[src/rtl/accum_pkg.sv]
package accum_pkg;

   typedef enum logic [3:0] {
      OPC_LOAD  = 4'h0,
      OPC_STORE = 4'h1,
      OPC_ADD   = 4'h3,
      OPC_CMP   = 4'h4,
      OPC_JMP   = 4'h5,
      OPC_JGT   = 4'h6,
      OPC_JEQ   = 4'h7,
      OPC_JLT   = 4'h8,
      OPC_HALT  = 4'hF
   } opcode_e;

   typedef enum logic [1:0] {
      ALU_IDLE = 2'b00,
      ALU_ADD  = 2'b01,
      ALU_CMP  = 2'b10
   } alu_sel_e;

   typedef enum logic [2:0] {
      K_LOAD, K_STORE, K_ADD, K_CMP, K_JUMP, K_COND, K_STOP
   } instr_kind_e;

   typedef enum logic [3:0] {
      PH_IADDR, PH_IREQ, PH_ICAP, PH_ILATCH, PH_DECODE,
      PH_OADDR, PH_OREQ, PH_OCAP, PH_EXEC,
      PH_SDATA, PH_SWRITE, PH_PARK
   } phase_e;

   typedef struct packed {
      logic gt;
      logic eq;
      logic lt;
   } cmp_flags_t;

endpackage

[src/rtl/accum_decoder.sv]
module accum_decoder
   import accum_pkg::*;
#(
   parameter int OP_W = 4
) (
   input  logic [OP_W-1:0] opcode,
   output instr_kind_e     kind,
   output cmp_flags_t      cond_mask
);

   generate
      if (OP_W != 4) begin : g_bad_opw
         $error("accum_decoder: opcode field must be 4 bits");
      end
   endgenerate

   always_comb begin
      kind      = K_STOP;
      cond_mask = '0;
      case (opcode)
         OPC_LOAD:  kind = K_LOAD;
         OPC_STORE: kind = K_STORE;
         OPC_ADD:   kind = K_ADD;
         OPC_CMP:   kind = K_CMP;
         OPC_JMP:   kind = K_JUMP;
         OPC_JGT: begin
            kind      = K_COND;
            cond_mask = '{gt: 1'b1, eq: 1'b0, lt: 1'b0};
         end
         OPC_JEQ: begin
            kind      = K_COND;
            cond_mask = '{gt: 1'b0, eq: 1'b1, lt: 1'b0};
         end
         OPC_JLT: begin
            kind      = K_COND;
            cond_mask = '{gt: 1'b0, eq: 1'b0, lt: 1'b1};
         end
         default:   kind = K_STOP;   // HALT and every unlisted code
      endcase
   end

   // a conditional jump tests exactly one flag
   always_comb begin
      a_r9_one_flag_tested: assert ($onehot0(cond_mask));
   end

endmodule

[src/rtl/accum_pc.sv]
module accum_pc #(
   parameter int ADDR_W = 12
) (
   input  logic              clk,
   input  logic              rst_n,
   input  logic              step,
   input  logic              load,
   input  logic [ADDR_W-1:0] target,
   output logic [ADDR_W-1:0] pc
);

   generate
      if (ADDR_W < 2) begin : g_bad_aw
         $error("accum_pc: address width too small");
      end
   endgenerate

   always_ff @(posedge clk) begin
      if (!rst_n)
         pc <= '0;
      else if (load)
         pc <= target;
      else if (step)
         pc <= pc + 1'b1;
   end

   a_r2_pc_steps_by_one: assert property (@(posedge clk) disable iff (!rst_n)
      (step && !load) |=> pc == $past(pc) + 1'b1);

   a_r2_pc_holds: assert property (@(posedge clk) disable iff (!rst_n)
      (!step && !load) |=> $stable(pc));

   a_r8_no_step_and_load: assert property (@(posedge clk) disable iff (!rst_n)
      !(step && load));

endmodule

[src/rtl/accum_flags.sv]
module accum_flags
   import accum_pkg::*;
(
   input  logic       clk,
   input  logic       rst_n,
   input  logic       capture,
   input  cmp_flags_t d,
   output cmp_flags_t q
);

   always_ff @(posedge clk) begin
      if (!rst_n)
         q <= '0;
      else if (capture)
         q <= d;
   end

   a_r7_flags_hold: assert property (@(posedge clk) disable iff (!rst_n)
      !capture |=> $stable(q));

   a_r7_flags_onehot: assert property (@(posedge clk) disable iff (!rst_n)
      $onehot0(q));

endmodule

[src/rtl/accum_sequencer.sv]
module accum_sequencer
   import accum_pkg::*;
#(
   parameter int DATA_W = 16,
   parameter int OP_W   = 4,
   parameter int ADDR_W = 12
) (
   input  logic              clk,
   input  logic              rst_n,
   output logic [ADDR_W-1:0] mem_addr,
   output logic              mem_rd,
   output logic              mem_wr,
   output logic [DATA_W-1:0] mem_wdata,
   input  logic [DATA_W-1:0] mem_rdata,
   output logic [1:0]        alu_op,
   output logic [DATA_W-1:0] alu_a,
   output logic [DATA_W-1:0] alu_b,
   input  logic [DATA_W-1:0] alu_result,
   input  logic              alu_gt,
   input  logic              alu_eq,
   input  logic              alu_lt,
   output logic              halted
);

   localparam int OP_LSB = DATA_W - OP_W;

   generate
      if (DATA_W != OP_W + ADDR_W) begin : g_bad_split
         $error("accum_sequencer: word must be opcode plus address");
      end
   endgenerate

   phase_e            phase;
   logic [ADDR_W-1:0] mar;
   logic [DATA_W-1:0] mdr;
   logic [DATA_W-1:0] ir;
   logic [DATA_W-1:0] acc;
   logic [ADDR_W-1:0] pc;
   instr_kind_e       kind;
   cmp_flags_t        cond_mask;
   cmp_flags_t        flags_q;
   cmp_flags_t        flags_d;
   logic              pc_step;
   logic              pc_load;
   logic              taken;
   logic              cmp_cap;

   wire [OP_W-1:0]   ir_op   = ir[DATA_W-1:OP_LSB];
   wire [ADDR_W-1:0] ir_addr = ir[ADDR_W-1:0];

   accum_decoder #(.OP_W(OP_W)) u_dec (
      .opcode    (ir_op),
      .kind      (kind),
      .cond_mask (cond_mask)
   );

   assign taken   = |(cond_mask & flags_q);
   assign pc_step = (phase == PH_ILATCH);
   assign pc_load = (phase == PH_DECODE) &&
                    ((kind == K_JUMP) || ((kind == K_COND) && taken));

   accum_pc #(.ADDR_W(ADDR_W)) u_pc (
      .clk    (clk),
      .rst_n  (rst_n),
      .step   (pc_step),
      .load   (pc_load),
      .target (ir_addr),
      .pc     (pc)
   );

   assign cmp_cap = (phase == PH_EXEC) && (kind == K_CMP);
   assign flags_d = '{gt: alu_gt, eq: alu_eq, lt: alu_lt};

   accum_flags u_flags (
      .clk     (clk),
      .rst_n   (rst_n),
      .capture (cmp_cap),
      .d       (flags_d),
      .q       (flags_q)
   );

   always_ff @(posedge clk) begin
      if (!rst_n) begin
         phase <= PH_IADDR;
         mar   <= '0;
         mdr   <= '0;
         ir    <= '0;
         acc   <= '0;
      end else begin
         case (phase)
            PH_IADDR: begin
               mar   <= pc;
               phase <= PH_IREQ;
            end
            PH_IREQ:  phase <= PH_ICAP;
            PH_ICAP: begin
               mdr   <= mem_rdata;
               phase <= PH_ILATCH;
            end
            PH_ILATCH: begin
               ir    <= mdr;
               phase <= PH_DECODE;
            end
            PH_DECODE: begin
               case (kind)
                  K_LOAD, K_STORE, K_ADD, K_CMP: phase <= PH_OADDR;
                  K_JUMP, K_COND:                phase <= PH_IADDR;
                  default:                       phase <= PH_PARK;
               endcase
            end
            PH_OADDR: begin
               mar   <= ir_addr;
               phase <= (kind == K_STORE) ? PH_SDATA : PH_OREQ;
            end
            PH_OREQ:  phase <= PH_OCAP;
            PH_OCAP: begin
               mdr   <= mem_rdata;
               phase <= PH_EXEC;
            end
            PH_EXEC: begin
               if (kind == K_LOAD)
                  acc <= mdr;
               else if (kind == K_ADD)
                  acc <= alu_result;
               phase <= PH_IADDR;
            end
            PH_SDATA: begin
               mdr   <= acc;
               phase <= PH_SWRITE;
            end
            PH_SWRITE: phase <= PH_IADDR;
            default:   phase <= PH_PARK;
         endcase
      end
   end

   always_comb begin
      alu_op = ALU_IDLE;
      if (phase == PH_EXEC) begin
         if (kind == K_ADD)
            alu_op = ALU_ADD;
         else if (kind == K_CMP)
            alu_op = ALU_CMP;
      end
   end

   assign mem_addr  = mar;
   assign mem_wdata = mdr;
   assign mem_rd    = (phase == PH_IREQ) || (phase == PH_OREQ);
   assign mem_wr    = (phase == PH_SWRITE);
   assign alu_a     = mdr;
   assign alu_b     = acc;
   assign halted    = (phase == PH_PARK);

   a_r11_strobes_exclusive: assert property (@(posedge clk) disable iff (!rst_n)
      !(mem_rd && mem_wr));

   a_r11_rd_single_cycle: assert property (@(posedge clk) disable iff (!rst_n)
      mem_rd |=> !mem_rd);

   a_r11_wr_single_cycle: assert property (@(posedge clk) disable iff (!rst_n)
      mem_wr |=> !mem_wr);

   a_r10_park_sticky: assert property (@(posedge clk) disable iff (!rst_n)
      halted |=> (halted && !mem_rd && !mem_wr));

   a_r5_store_carries_acc: assert property (@(posedge clk) disable iff (!rst_n)
      mem_wr |-> mem_wdata == acc);

   a_r6_add_writes_back: assert property (@(posedge clk) disable iff (!rst_n)
      (alu_op == ALU_ADD) |=> acc == $past(alu_result));

   a_r7_compare_keeps_acc: assert property (@(posedge clk) disable iff (!rst_n)
      (alu_op == ALU_CMP) |=> $stable(acc));

   a_r2_rd_then_capture: assert property (@(posedge clk) disable iff (!rst_n)
      mem_rd |=> !mem_wr && !halted);

endmodule

[config.mk]
export PLATFORM = sky130hd
export DESIGN_NAME = accum_sequencer
export DESIGN_NICKNAME = d
export VERILOG_FILES = /design/src/rtl/accum_pkg.sv /design/src/rtl/accum_decoder.sv /design/src/rtl/accum_pc.sv /design/src/rtl/accum_flags.sv /design/src/rtl/accum_sequencer.sv
export SDC_FILE = /design/constraint.sdc
export NUM_CORES = 1
export LEC_CHECK = 0
export ABC_CLOCK_PERIOD_IN_PS = 2400
export BUFFER_PORTS_ARGS = -buffer_cell sky130_fd_sc_hd__buf_2
export CAP_MARGIN = 5
export CORE_MARGIN = 2
export CORE_UTILIZATION = 53
export CTS_CLUSTER_SIZE = 10
export DETAILED_ROUTE_END_ITERATION = 6
export GPL_ROUTABILITY_DRIVEN = 0
export PLACE_DENSITY_LB_ADDON = 0.3
export SYNTH_ARGS = -nofsm -noshare
export SYNTH_HDL_FRONTEND = slang
export SYNTH_SLANG_ARGS = --single-unit
[constraint.sdc]
create_clock -name clk -period 2.4 [get_ports clk]
set_clock_uncertainty 0.2 [all_clocks]
set_input_delay 0.24 -clock clk [delete_from_list [all_inputs] [get_ports clk]]
set_output_delay 0.24 -clock clk [all_outputs]
set_load 0.1 [all_outputs]
## Yosys cells after proc, flatten, opt, wreduce, memory -nomap -nowiden

Cells that the tools add are included.

| word-level totals | value |
|---|---|
| flip-flop bits (word level) | 79 |
| bits of input ports | 37 |
| output and inout bits | 65 |
| word-level logic and storage cells | 67 |

| operators by class | value |
|---|---|
| eq/ne operators | 23 |
| reduce and logical (&&, ||, !) cells | 19 |
| multiplexer cells | 14 |
| add/subtract/negate cells | 1 |
| bitwise logic cells | 1 |

Operator list:

| operator | number |
|---|---|
| $pmux 4 s10 | 1 |
| $eq 4x3->1 const B | 8 |
| $mux 16 | 2 |
| $pmux 16 s2 | 1 |
| $mux 12 | 2 |
| $pmux 12 s2 | 1 |
| $eq 4x4->1 const B | 5 |
| $pmux 3 s6 | 1 |
| $add 12x1->12 const B | 1 |
| $eq 4x2->1 const B | 3 |
| $pmux 3 s3 | 1 |
| $eq 4x1->1 const B | 2 |
| $logic_not 4->1 | 2 |
| $pmux 4 s2 | 1 |
| $reduce_bool 2->1 | 4 |
| $eq 3x2->1 const B | 2 |
| $eq 3x3->1 const B | 2 |
| $mux 2 | 3 |
| $reduce_or 2->1 | 3 |
| $reduce_or 3->1 | 2 |
| $mux 4 | 1 |
| $reduce_or 4->1 | 1 |
| $and 3x3->3 | 1 |
| $eq 3x1->1 const B | 1 |
| 4 further kinds | 7 |

## Depth between registers and ports, before layout

| logic depth | value |
|---|---|
| depth in word-level cells | 8 |
| gate-level depth with buffers | 7 |
| mapped depth without buffers | 5 |

## By module

Synthesis repeated with hierarchy kept, for this count alone.

| unflattened totals | value |
|---|---|
| cells, all modules | 462 |
| area, all modules | 3887.5 um^2 |

Modules (own cells, without submodules):

| module | area each (um^2) | cells an instance | instances | seq. area each (um^2) |
|---|---|---|---|---|
| accum_sequencer | 3006.6 | 361 | 1 | 1281.2 |
| accum_pc | 674.4 | 79 | 1 | 240.2 |
| accum_flags | 108.9 | 9 | 1 | 60.1 |
| accum_decoder | 97.6 | 13 | 1 | 0.0 |

## Least setup slack after synthesis

OpenSTA, ideal clock, no wires.

| timing path | value |
|---|---|
| path type | reg-to-output |
| start point | reg phase[0] |
| end point | out halted |
| arrival time | 2981 ps |
| buffers on the path | 2 |
| slack | -1021 ps |
| stages on the path, launching flop included | 5 |
| required time | 1960 ps |
| cells stage by stage | dfxtp_1 buf_2 buf_1 inv_1 nor3_1 |

| on the way | value |
|---|---|
| cells in the longest elaborated chain, start to end | 1 |

Ends and longest elaborated chain:

| what | RTL line | RTL |
|---|---|---|
| start, declared | accum_sequencer.sv:33 | `phase_e phase;` |
| start signal, assigned | accum_sequencer.sv:113 | `phase <= (kind == K_STORE) ? PH_SDATA : PH_OREQ;` |
| $eq 4x4->1 | accum_sequencer.sv:153 | `assign halted = (phase == PH_PARK);` |
| end, declared | accum_sequencer.sv:22 | `output logic halted` |

No other way between the ends.

## Worst setup path in the final report

| timing path | value |
|---|---|
| start point | reg phase[3] |
| end point | out alu_op[1] |

| on the way | value |
|---|---|
| cells in the longest elaborated chain, start to end | 2 |

Ends and longest elaborated chain:

| what | RTL line | RTL |
|---|---|---|
| $eq 4x4->1 | accum_sequencer.sv:139 | `if (phase == PH_EXEC) begin` |
| $mux 2 | accum_sequencer.sv:139 |  |
| end, declared | accum_sequencer.sv:15 | `output logic [1:0] alu_op,` |

No other way between the ends.

==> flow_summary.yaml <==
run_status:
  status: "finished clean"
synth:
  netlist_instances: 458
  synth_cell_types: 54
  syn_area_per_cell_um2: 8.950
  synth_fp_nets: 496
  ys_seq_elements: 79
  synth_warnings: 0
  syn-cell-area_um2: 4099
  synthFlopType: "dfxtp_1"
  synth_edf_count: 0
  yosysSeqAreaShare_pct: 38.58
  synthArstFlopShare_pct: 0
min_path:
  worstHoldEndpoint: "alu_b[3]"
  hold_depth: 3
  hp-start: "alu_result[3]"
  hold_path_class: "in2reg"
timing:
  fin_crit_sh_pct: 93.30
  fin_setup_tns_ps: 0
  layout_setup_ws_ps: 160.7
  max_freq_mhz: 446.6
  hold_viol_final: 0
  rsz0062_at_grt: "no"
  worstMarginPinSlew_ps: 571.6
  maxSlewHeadroom_pct: 61.35
  whs_ps: 7.595
  period_needed_ps: 2239
  slew_viol_final: 0
  setup_viol: 0
power:
  power.density_nw_per_um2: 719.4
  ir_worst_vdd_uv: 411.9
  leakagePower_nw: 2.007
cts:
  cts_tree: "built"
  clockBufferDepth: 2
  cts_buffers: 9
  cts.sinks: 79
  h-tree-depth: 3
  cts.clk_slew.worst_paths_ps: 90
  cts-root-buf: "clkbuf_8"
  cts_setup_buffers: 0
  insertion_delay_ps: 360
global_route:
  grt_pass1_wl_um: 16170
  grt_max_degree: 55
  grt.busiest_layer: "met2"
  grt.overflow.total: 0
  antenna_found_initial: 0
  grt_use_met2_pct: 36.46
  grt_use_met1_pct: 32.33
  globalRouteMet3Util_pct: 5.259
  grtUsageTotal_pct: 23.51
  grt_pass1_vias: 3387
critical_path:
  r2r_cells: 5
  r2r_end: "u_pc.pc[11]"
  critPathLaunchType: "flip-flop"
  cp_data_arrival_time_ps: 1800
  regToRegSetupSlack_ps: 320
  critPathSlowestCell: "dfxtp_2"
  worstPathCellList: "nor4b_2, nand3_2, inv_1, buf_12"
  max_stage_delay_ps: 510
  crit_type: "reg2out"
  setup.worst_path.end_class: "output port"
  r2r-start: "ir[13]"
  crit_required_ps: 1960
  cp_max_fo: 12
layout:
  final_core_util_pct: 63.65
  layout_commonest_cell: "buf_2"
  fin_cells: 638
  fill_cells: 662
  syn2layout_area_growth_pct: 18.13
  antenna_cells: 0
  final_cell_mix: "buf_2, dfxtp_1, nor2_1, mux2i_1, nand2_1"
  drive_above_1_share_pct: 29.85
  fin_nets: 569
placement:
  dpl_worst_slack_ps: 302.2
  dp_hpwl_um: 6584
  port_buffers: 101
  dp_cells: 619
floorplan:
  design.portCount: 102
  start_util_pct: 53.88
  num_rows: 32
  die-area_um2: 8453
  die_h_um: 91.94
  die_w_um: 91.94
  coreArea_um2: 7607
drt:
  drt_wl_total_um: 9600
  wl_per_cell_um: 15.05
  dr.pass1.iters: 5
  drc: 0
  ant_nets: 0
  dr_total_vias: 3647
  via_per_inst: 5.716
  drt-initial-drc-count: 283
run:
  maxCapViolations: 0
## what timing repair did
action / 4_1_cts / 5_1_grt
setup endpoints to repair: 1 / 3
hold buffers: 3 / 0
hold endpoints to repair: 3 / 0
cloned: 0 / 0
resized for setup: 1 / 2
## routing by layer
metal / up-vias / wire, µm
li1: 1795 / -
met1: 1692 / 4380
met2: 148 / 4421
met3: 12 / 678
met4: 0 / 119
met5: - / 0
## worst max path at each step
stage                     startpoint         to  slack [ps]  cells after the start
after global placement      phase[1]   alu_a[2]         380                      5
final                       phase[3]  alu_op[1]         160                      4
after CTS                   phase[1]     mem_wr          30                      3
after floorplan             phase[0]     halted        -180                      4
after global routing        phase[2]  alu_op[1]          30                      4
after detailed placement    phase[3]  alu_b[15]         300                      5
## synthesized netlist by cell type, drive strengths merged (3+ instances only)
library cell | count | area, µm²
nor4 | 7 | 73.82
o21ai | 4 | 20.02
nand3 | 8 | 40.04
a31oi | 8 | 50.05
nor2b | 4 | 25.02
nand2 | 47 | 176.4
clkbuf | 13 | 48.80
dfxtp | 79 | 1582
o31ai | 5 | 37.54
mux2i | 50 | 500.5
mux2 | 3 | 33.78
nand4 | 5 | 31.28
xor2 | 4 | 35.03
nor2 | 54 | 210.2
nor4b | 4 | 56.30
buf | 42 | 275.3
o211ai | 3 | 22.52
nor3 | 8 | 40.04
inv | 6 | 22.52
nand2b | 5 | 41.29
a21oi | 22 | 110.1
a211oi | 48 | 410.4
## where the power goes
group	total, W	leakage [nW]	switching [W]	internal [W]
clock network	0.00103	0.107	0.000515	0.000515
logic	0.00102	1.26	0.000796	0.000222
registers	0.00144	0.640	0.0000750	0.00136
total	0.00348	2.01	0.00139	0.00210
## worst max-delay path, delay by kind of cell (launching register included)
family	cells	cell delay, ps
simple gates	2	610
flops	1	510
buf+inv	2	330
## registers in the layout, summed over array words and instances, names as in the netlist
name       count
ir            16
u_pc.pc       12
mem_addr      12
phase          4
alu_a         16
u_flags.q      3
alu_b         16
## stage by stage
stage	instance area, µm²	power [W]
3_3_place_gp	4601	0.002467
3_5_place_dp	4601	0.002479
2_1_floorplan	4113	0.002343
4_1_cts	4836	0.003502
5_1_grt	4842	0.003612
6_report	4842	0.003484
## cell type report
class	count	area [µm²]	area share, %
Tap cell	102	127.6	2.636
Clock buffer	10	137.6	2.842
Timing Repair Buffer	117	703.2	14.52
Clock inverter	6	66.31	1.370
Inverter	6	22.52	0.4651
Sequential cell	79	1584	32.71
Multi-Input combinational cell	318	2201	45.45
## kinds of logic after synthesis
kind of cell               count (synthesis)  synth area share [%]
AOI/OAI and AO/OA                        107                 19.66
xor gates and xnor gates                   6                 1.282
adders and majority gates                  1                0.3052
buffers and inverters                     61                 8.455
DFF                                       79                 38.58
muxes                                     53                 13.03
and+or+nand+nor                          151                 18.68
Note: power is estimated with default switching activity, not from simulation.
